## src/rtl/fsync_pkg.sv

```systemverilog
package fsync_pkg;
  // True when an elapsed-cycle count marks the end of an exact nominal period
  function automatic bit period_done(input int unsigned elapsed, input int unsigned nominal);
    return elapsed == nominal - 1;
  endfunction

  // Free-running frame phase step with wrap at the nominal period
  function automatic int unsigned phase_step(input int unsigned ph, input int unsigned nominal);
    return (ph == nominal - 1) ? 0 : ph + 1;
  endfunction
endpackage

```

## src/rtl/fsync_edge.sv

```systemverilog
module fsync_edge (
  input  logic clk,
  input  logic rst_n,
  input  logic sync_in,
  input  logic invert,
  output logic rise
);
  logic s_now;
  logic s_prev;

  assign s_now = sync_in ^ invert;

  always_ff @(posedge clk) begin
    if (!rst_n) s_prev <= 1'b0;
    else        s_prev <= s_now;
  end

  assign rise = s_now & ~s_prev;
endmodule

```

## src/rtl/fsync_period.sv

```systemverilog
module fsync_period
  import fsync_pkg::*;
#(
  parameter int unsigned NOMINAL = 1024
) (
  input  logic clk,
  input  logic rst_n,
  input  logic rise,
  output logic good_edge,
  output logic timeout,
  output logic valid
);
  localparam int unsigned CW = $clog2(NOMINAL + 1);
  localparam logic [CW-1:0] SAT = CW'(NOMINAL);

  logic [CW-1:0] elapsed;
  logic          seen;
  logic          at_end;

  assign at_end    = period_done(32'(elapsed), NOMINAL);
  assign good_edge = rise & seen & at_end;
  assign timeout   = ~rise & seen & at_end;

  always_ff @(posedge clk) begin
    if (!rst_n) begin
      elapsed <= '0;
      seen    <= 1'b0;
      valid   <= 1'b0;
    end else if (rise) begin
      elapsed <= '0;
      seen    <= 1'b1;
      valid   <= good_edge;
    end else begin
      if (elapsed != SAT) elapsed <= elapsed + 1'b1;
      if (timeout) valid <= 1'b0;
    end
  end

  a_r2_rise_needs_exact: assert property (@(posedge clk) disable iff (!rst_n)
    $rose(valid) |-> $past(good_edge));
  a_r3_bad_edge_clears: assert property (@(posedge clk) disable iff (!rst_n)
    (rise && !good_edge) |=> !valid);
  a_r4_no_overlong_valid: assert property (@(posedge clk) disable iff (!rst_n)
    valid |-> (elapsed < SAT));
endmodule

```

## src/rtl/fsync_framer.sv

```systemverilog
module fsync_framer
  import fsync_pkg::*;
#(
  parameter int unsigned NOMINAL = 1024
) (
  input  logic                       clk,
  input  logic                       rst_n,
  input  logic                       align,
  output logic [$clog2(NOMINAL)-1:0] phase,
  output logic                       pulse
);
  localparam int unsigned PW = $clog2(NOMINAL);

  always_ff @(posedge clk) begin
    if (!rst_n)     phase <= '0;
    else if (align) phase <= '0;
    else            phase <= PW'(phase_step(32'(phase), NOMINAL));
  end

  assign pulse = (phase == '0);

  a_r5_align_to_zero: assert property (@(posedge clk) disable iff (!rst_n)
    $past(align) |-> (phase == '0));
  a_r6_wraps: assert property (@(posedge clk) disable iff (!rst_n)
    (!align && phase == PW'(NOMINAL - 1)) |=> (phase == '0));
  a_r6_steps: assert property (@(posedge clk) disable iff (!rst_n)
    (!align && phase != PW'(NOMINAL - 1)) |=> (phase == $past(phase) + 1'b1));
endmodule

```

## src/rtl/fsync_align.sv

```systemverilog
module fsync_align #(
  parameter int unsigned NOMINAL = 1024
) (
  input  logic                       clk,
  input  logic                       rst_n,
  input  logic                       sync_in,
  input  logic                       sync_active_low,
  output logic                       valid,
  output logic                       frame_pulse,
  output logic [$clog2(NOMINAL)-1:0] frame_phase
);
  logic rise;
  logic good_edge;
  logic timeout;

  fsync_edge u_edge (
    .clk     (clk),
    .rst_n   (rst_n),
    .sync_in (sync_in),
    .invert  (sync_active_low),
    .rise    (rise)
  );

  fsync_period #(.NOMINAL(NOMINAL)) u_period (
    .clk       (clk),
    .rst_n     (rst_n),
    .rise      (rise),
    .good_edge (good_edge),
    .timeout   (timeout),
    .valid     (valid)
  );

  fsync_framer #(.NOMINAL(NOMINAL)) u_framer (
    .clk   (clk),
    .rst_n (rst_n),
    .align (good_edge),
    .phase (frame_phase),
    .pulse (frame_pulse)
  );

  a_r4_timeout_clears: assert property (@(posedge clk) disable iff (!rst_n)
    timeout |=> !valid);
  a_r8_off_period_ignored: assert property (@(posedge clk) disable iff (!rst_n)
    (rise && !good_edge && frame_phase == 2'd1) |=> (frame_phase == 2'd2));
endmodule

```

## config.mk

```make
export PLATFORM = sky130hd
export DESIGN_NAME = fsync_align
export DESIGN_NICKNAME = d
export VERILOG_FILES = /design/src/rtl/fsync_pkg.sv /design/src/rtl/fsync_edge.sv /design/src/rtl/fsync_period.sv /design/src/rtl/fsync_framer.sv /design/src/rtl/fsync_align.sv
export SDC_FILE = /design/constraint.sdc
export NUM_CORES = 1
export LEC_CHECK = 0
export ABC_CLOCK_PERIOD_IN_PS = 1500
export BUFFER_PORTS_ARGS = -buffer_cell sky130_fd_sc_hd__buf_2
export CORE_UTILIZATION = 49
export CTS_CLUSTER_SIZE = 30
export DETAILED_ROUTE_END_ITERATION = 6
export PLACE_DENSITY = 0.75
export SYNTH_ARGS = -nofsm -noshare
export SYNTH_HDL_FRONTEND = slang
export SYNTH_SLANG_ARGS = --single-unit
```

## constraint.sdc

```tcl
create_clock -name clk -period 1.5 [get_ports clk]
set_input_delay 0.225 -clock clk [delete_from_list [all_inputs] [get_ports clk]]
set_output_delay 0.225 -clock clk [all_outputs]
set_load 0.1 [all_outputs]
```

Yosys cells after proc, flatten, opt, wreduce, memory -nomap -nowiden

Cells that the tools add are included.
Widths: inputs -> output; s select.

Output and inout port bits: 12
Flip-flop bits (word level): 24
Logic and storage cells: 25
Input port bits: 4

Add/sub/neg operators: 2
Equal/unequal tests: 3
Reduce and logical (&&, ||, !) cells: 4
Multiplexer cells: 2
Bitwise logic cells: 9

Operators by type and width:

| cell                  | number |
|---|---|
| $add 11x1->11 const B | 1 |
| $eq 11x10->1 const B  | 1 |
| $ne 11x11->1 const B  | 1 |
| $add 10x1->10 const B | 1 |
| $eq 10x10->1 const B  | 1 |
| $logic_not 10->1      | 1 |
| $and 1x1->1           | 5 |
| $not 1->1             | 3 |
| $reduce_or 3->1       | 1 |
| $mux 1                | 2 |
| $reduce_bool 2->1     | 1 |
| $reduce_or 2->1       | 1 |
| $xor 1x1->1           | 1 |

Depth between registers and ports, before layout

Word-level depth: 7
Mapped depth: 6
Mapped depth without buffers: 5

Cells and area by module

A second synthesis with hierarchy kept.

Cells, all modules: 131
Area, all modules: 1168.6 um2

By module, submodules not included:

| module       | cells each | instances | area an instance (um2) | sequential area each (um2) |
|---|---|---|---|---|
| fsync_period | 73         | 1         | 659.4                  | 260.2 |
| fsync_framer | 54         | 1         | 464.2                  | 200.2 |
| fsync_edge   | 4          | 1         | 45.0                   | 20.0 |

Worst setup path before layout

Ideal clock, no wire load.

Path kind: reg2out
From: register u_framer.phase[6]
To: output port frame_pulse
Buffers on the path: 0
Data arrival time: 3.985 ns
Data required time: 1.275 ns
Stages on the path, launching flop included: 4
Path slack: -2.710 ns
Cell sequence: dfxtp_1 > nor4_1 > nand3b_1 > nor4_1

Cells in the longest elaborated chain, start to end: 1

Ends and longest elaborated chain:

| what                   | RTL line           | RTL |
|---|---|---|
| from (decl)            | fsync_framer.sv:9  | `output logic [$clog2(NOMINAL)-1:0] phase,` |
| from (signal assigned) | fsync_framer.sv:17 | `else phase <= PW'(phase_step(32'(phase), NOMINAL));` |
| $logic_not 10->1       | fsync_framer.sv:20 | `assign pulse = (phase == '0);` |
| to (decl)              | fsync_align.sv:9   | `output logic frame_pulse,` |

Every way passes these cells.

Final worst setup path

From: register u_framer.phase[4]
To: output port frame_pulse

The elaborated chain is that of the path after synthesis.

==> impl_metrics.env <==
export IMPL_synth_edff_count=0
export IMPL_cp_max_fo=2
export IMPL_crit_type="register to output pin"
export IMPL_insertion_delay_ns=0.32
export IMPL_num_antenna_cells=0
export IMPL_p_seq_share_pct=49.2
export IMPL_pwr_share_comb_pct=16.1
export IMPL_cp_top_family="simple AND/OR/NAND/NOR gates"
export IMPL_ctsHoldBuffers=0
export IMPL_die_w_um=49.11
export IMPL_clkSinkCount=24
export IMPL_internal_power_w=0.0009884
export IMPL_slowest_delay_ns=0.37
export IMPL_finClkSkew_ns=0.005495
export IMPL_clk_pin_slew_ns=0.13
export IMPL_synthMuxAreaShare_pct=0.9206
export IMPL_grt_max_degree=15
export IMPL_min_path_type="input port to register"
export IMPL_p_leak_nw=0.5673
export IMPL_crit_buf_inv=1
export IMPL_die_height_um=49.11
export IMPL_cts_tree="built"
export IMPL_antenna_found_initial=0
export IMPL_critPathLaunchType="register"
export IMPL_wl_per_cell_um=13.71
export IMPL_overflow=0
export IMPL_endpoint_kind="output pin"
export IMPL_ant_nets=0
export IMPL_setup_ws_ns=-0.2538
export IMPL_gr_usage_all_layers_pct=21.43
export IMPL_switchingPower_w=0.0003553
export IMPL_cts_buffers=3
export IMPL_final_nets=159
export IMPL_finalSetupViolations=1
export IMPL_crit_required_ns=1.27
export IMPL_power_w=0.001344
export IMPL_max_slew_margin_pct=67.66
export IMPL_drive_gt1_share_pct=32.00
export IMPL_synth_compound_area_share_pct=6.099
export IMPL_synth_top_family_by_area="simple AND/OR/NAND/NOR gates"
export IMPL_crit_path_top_delay_cell="dfxtp_4"
export IMPL_synth_flop_cell="dfxtp_1"
export IMPL_yosys_warnings=0
export IMPL_ios=16
export IMPL_hold_viol=0
export IMPL_synth_seq_area_share_pct=44.19
export IMPL_rsz0062_at_grt="true"
export IMPL_grt_first_pass_wirelength_um=3953
export IMPL_final_min_clock_period_ns=1.754
export IMPL_drv_cap=0
export IMPL_coreArea_mm2=0.002022
export IMPL_htree_levels=1
export IMPL_slew_viol_final=0
export IMPL_syn_inst=120
export IMPL_ys_types=29
export IMPL_dpl_worst_slack_ns=0.04525
export IMPL_ir_worst_vdd_mv=0.6627
export IMPL_routed_wl_um=2427
export IMPL_hold_ws_ns=0.1589
export IMPL_grt_pass1_vias=882
export IMPL_synthAdderAreaFrac_pct=4.603
export IMPL_powerDensity_mw_per_mm2=945.4
export IMPL_area_growth_pct=30.72
export IMPL_viasPerCell=5.395
export IMPL_port_buffer_count=15
export IMPL_clockRootBuffer="clkbuf_4"
export IMPL_synth_area_mm2=0.001087
export IMPL_syn_area_per_cell_um2=9.061
export IMPL_start_util_pct=53.77
export IMPL_dpl_hpwl_um=1803
export IMPL_worstPathCellList="nor4_2, nand3b_1, nor4_4, buf_12"
export IMPL_drt_pass1_iter_count=4
export IMPL_ys_ff_latch=24
export IMPL_drcViolationCount=0
export IMPL_cp_arrival_ns=1.53
export IMPL_first_iter_violations=18
export IMPL_status="finished, violations left"
export IMPL_worst_slew_pin_slew_ns=0.4884
export IMPL_vias=955
export IMPL_violations="setup timing"
export IMPL_synthSimpleGateAreaFrac_pct=27.73
export IMPL_synth_xor_area_share_pct=13.69
export IMPL_clock_fmax_mhz=570.2
export IMPL_gp_congestion=0.8384
export IMPL_timing_final_crit_share_pct=116.9
export IMPL_setup_tns_ns=-0.2538
export IMPL_die_area_mm2=0.002411
export IMPL_syn_nets=128
export IMPL_post_cts_setup_buffers=0
export IMPL_synth_async_reset_ratio_pct=0
export IMPL_power_share_switching_pct=26.44
export IMPL_p_clk_share_pct=34.7
export IMPL_num_rows=16
export IMPL_clockBufferDepth=2
==> registers in the layout, indices dropped and copies added, names as in the netlist <==
name / count
u_period.elapsed: 11
u_framer.phase: 10
u_edge.s_prev: 1
u_period.seen: 1
u_period.valid: 1
==> worst paths after layout <==
check	from	to	slack [ns]	cells after the start
setup / recovery	u_framer.phase[4]$_SDFF_PP0_	frame_pulse	-0.25	4
hold / removal	rst_n	u_period.seen$_SDFFE_PN0P_	0.16	2
setup reg to reg	u_period.elapsed[0]$_SDFFE_PP0P_	u_period.elapsed[6]$_SDFFE_PP0P_	0.05	5
hold reg to reg	u_framer.phase[0]$_SDFF_PP0_	u_framer.phase[0]$_SDFF_PP0_	0.47	1
==> logic make-up (layout without fill, tap and decap cells) <==
| kind of cell | count (synthesis) | in the layout |
|---|---|---|
| xor gates and xnor gates | 17 | 17 |
| AOI/OAI and AO/OA | 11 | 11 |
| and+or+nand+nor | 57 | 57 |
| buffers and inverters | 6 | 36 |
| adders and majority gates | 4 | 4 |
| DFF | 24 | 24 |
| muxes | 1 | 1 |
==> Yosys cell counts (all sizes together) (2+ instances only) <==
library cell | number | area [µm²]
a21oi | 3 | 15.01
inv | 5 | 18.77
nor2 | 20 | 75.07
ha | 4 | 50.05
o21ai | 4 | 20.01
dfxtp | 24 | 480.5
nor2b | 3 | 18.77
nand3 | 5 | 30.03
nand4 | 5 | 31.28
nor4 | 3 | 18.77
or3 | 2 | 12.51
nand2 | 7 | 26.28
xnor2 | 11 | 96.34
and3 | 2 | 12.51
xor2 | 6 | 52.55
o21a | 2 | 15.01
nor3 | 5 | 36.29
==> power by group through the flow <==
stage          sequential, W  combinational, W  clock (W)
2_1_floorplan       0.000726         0.0000974          0
4_1_cts             0.000660          0.000218   0.000473
3_5_place_dp        0.000674          0.000218          0
6_report            0.000661          0.000217   0.000466
3_3_place_gp        0.000672          0.000214          0
5_1_grt             0.000664          0.000232   0.000498
==> stage by stage <==
step                cells  instance area [µm²]  util (%)
global route          177                 1421     70.30
floorplan             120                 1150         -
global placement      173                 1353     66.89
CTS                   177                 1411     69.80
finish                177                 1421     70.30
detailed placement    173                 1353     66.89
==> metal layers <==
layer	global-route usage [%]	part of all wire, %
met1	26.94	45
met2	37.90	50
met3	2.804	3.6
met4	5.882	0.91
met5	0	0
==> final cells by class <==
cell class / count / area (µm²)
multi-input cells: 90 / 618.1
fillers: 158 / 600.6
flip-flops and latches: 24 / 515.5
repair buffers: 27 / 182.7
well taps: 27 / 33.78
clock inverters: 1 / 30.03
clock buffers: 3 / 22.52
inverters: 5 / 18.77
==> timing repair <==
action	4_1_cts	5_1_grt
endpoints found under the setup margin	1	10
gates resized for setup	1	3
endpoints found under the hold margin	0	0
pin swaps	3	0
==> cell usage in the layout (no fill, tap or decap), drive strengths merged, types with 3 or more instances in the layout <==
cell / n
a21oi: 3
buf: 26
clkbuf: 4
dfxtp: 24
ha: 4
inv: 5
nand2: 7
nand3: 5
nand4: 5
nor2: 20
nor2b: 3
nor3: 5
nor4: 3
o21ai: 4
xnor2: 11
xor2: 6
Power figures use the tool's default switching activity.
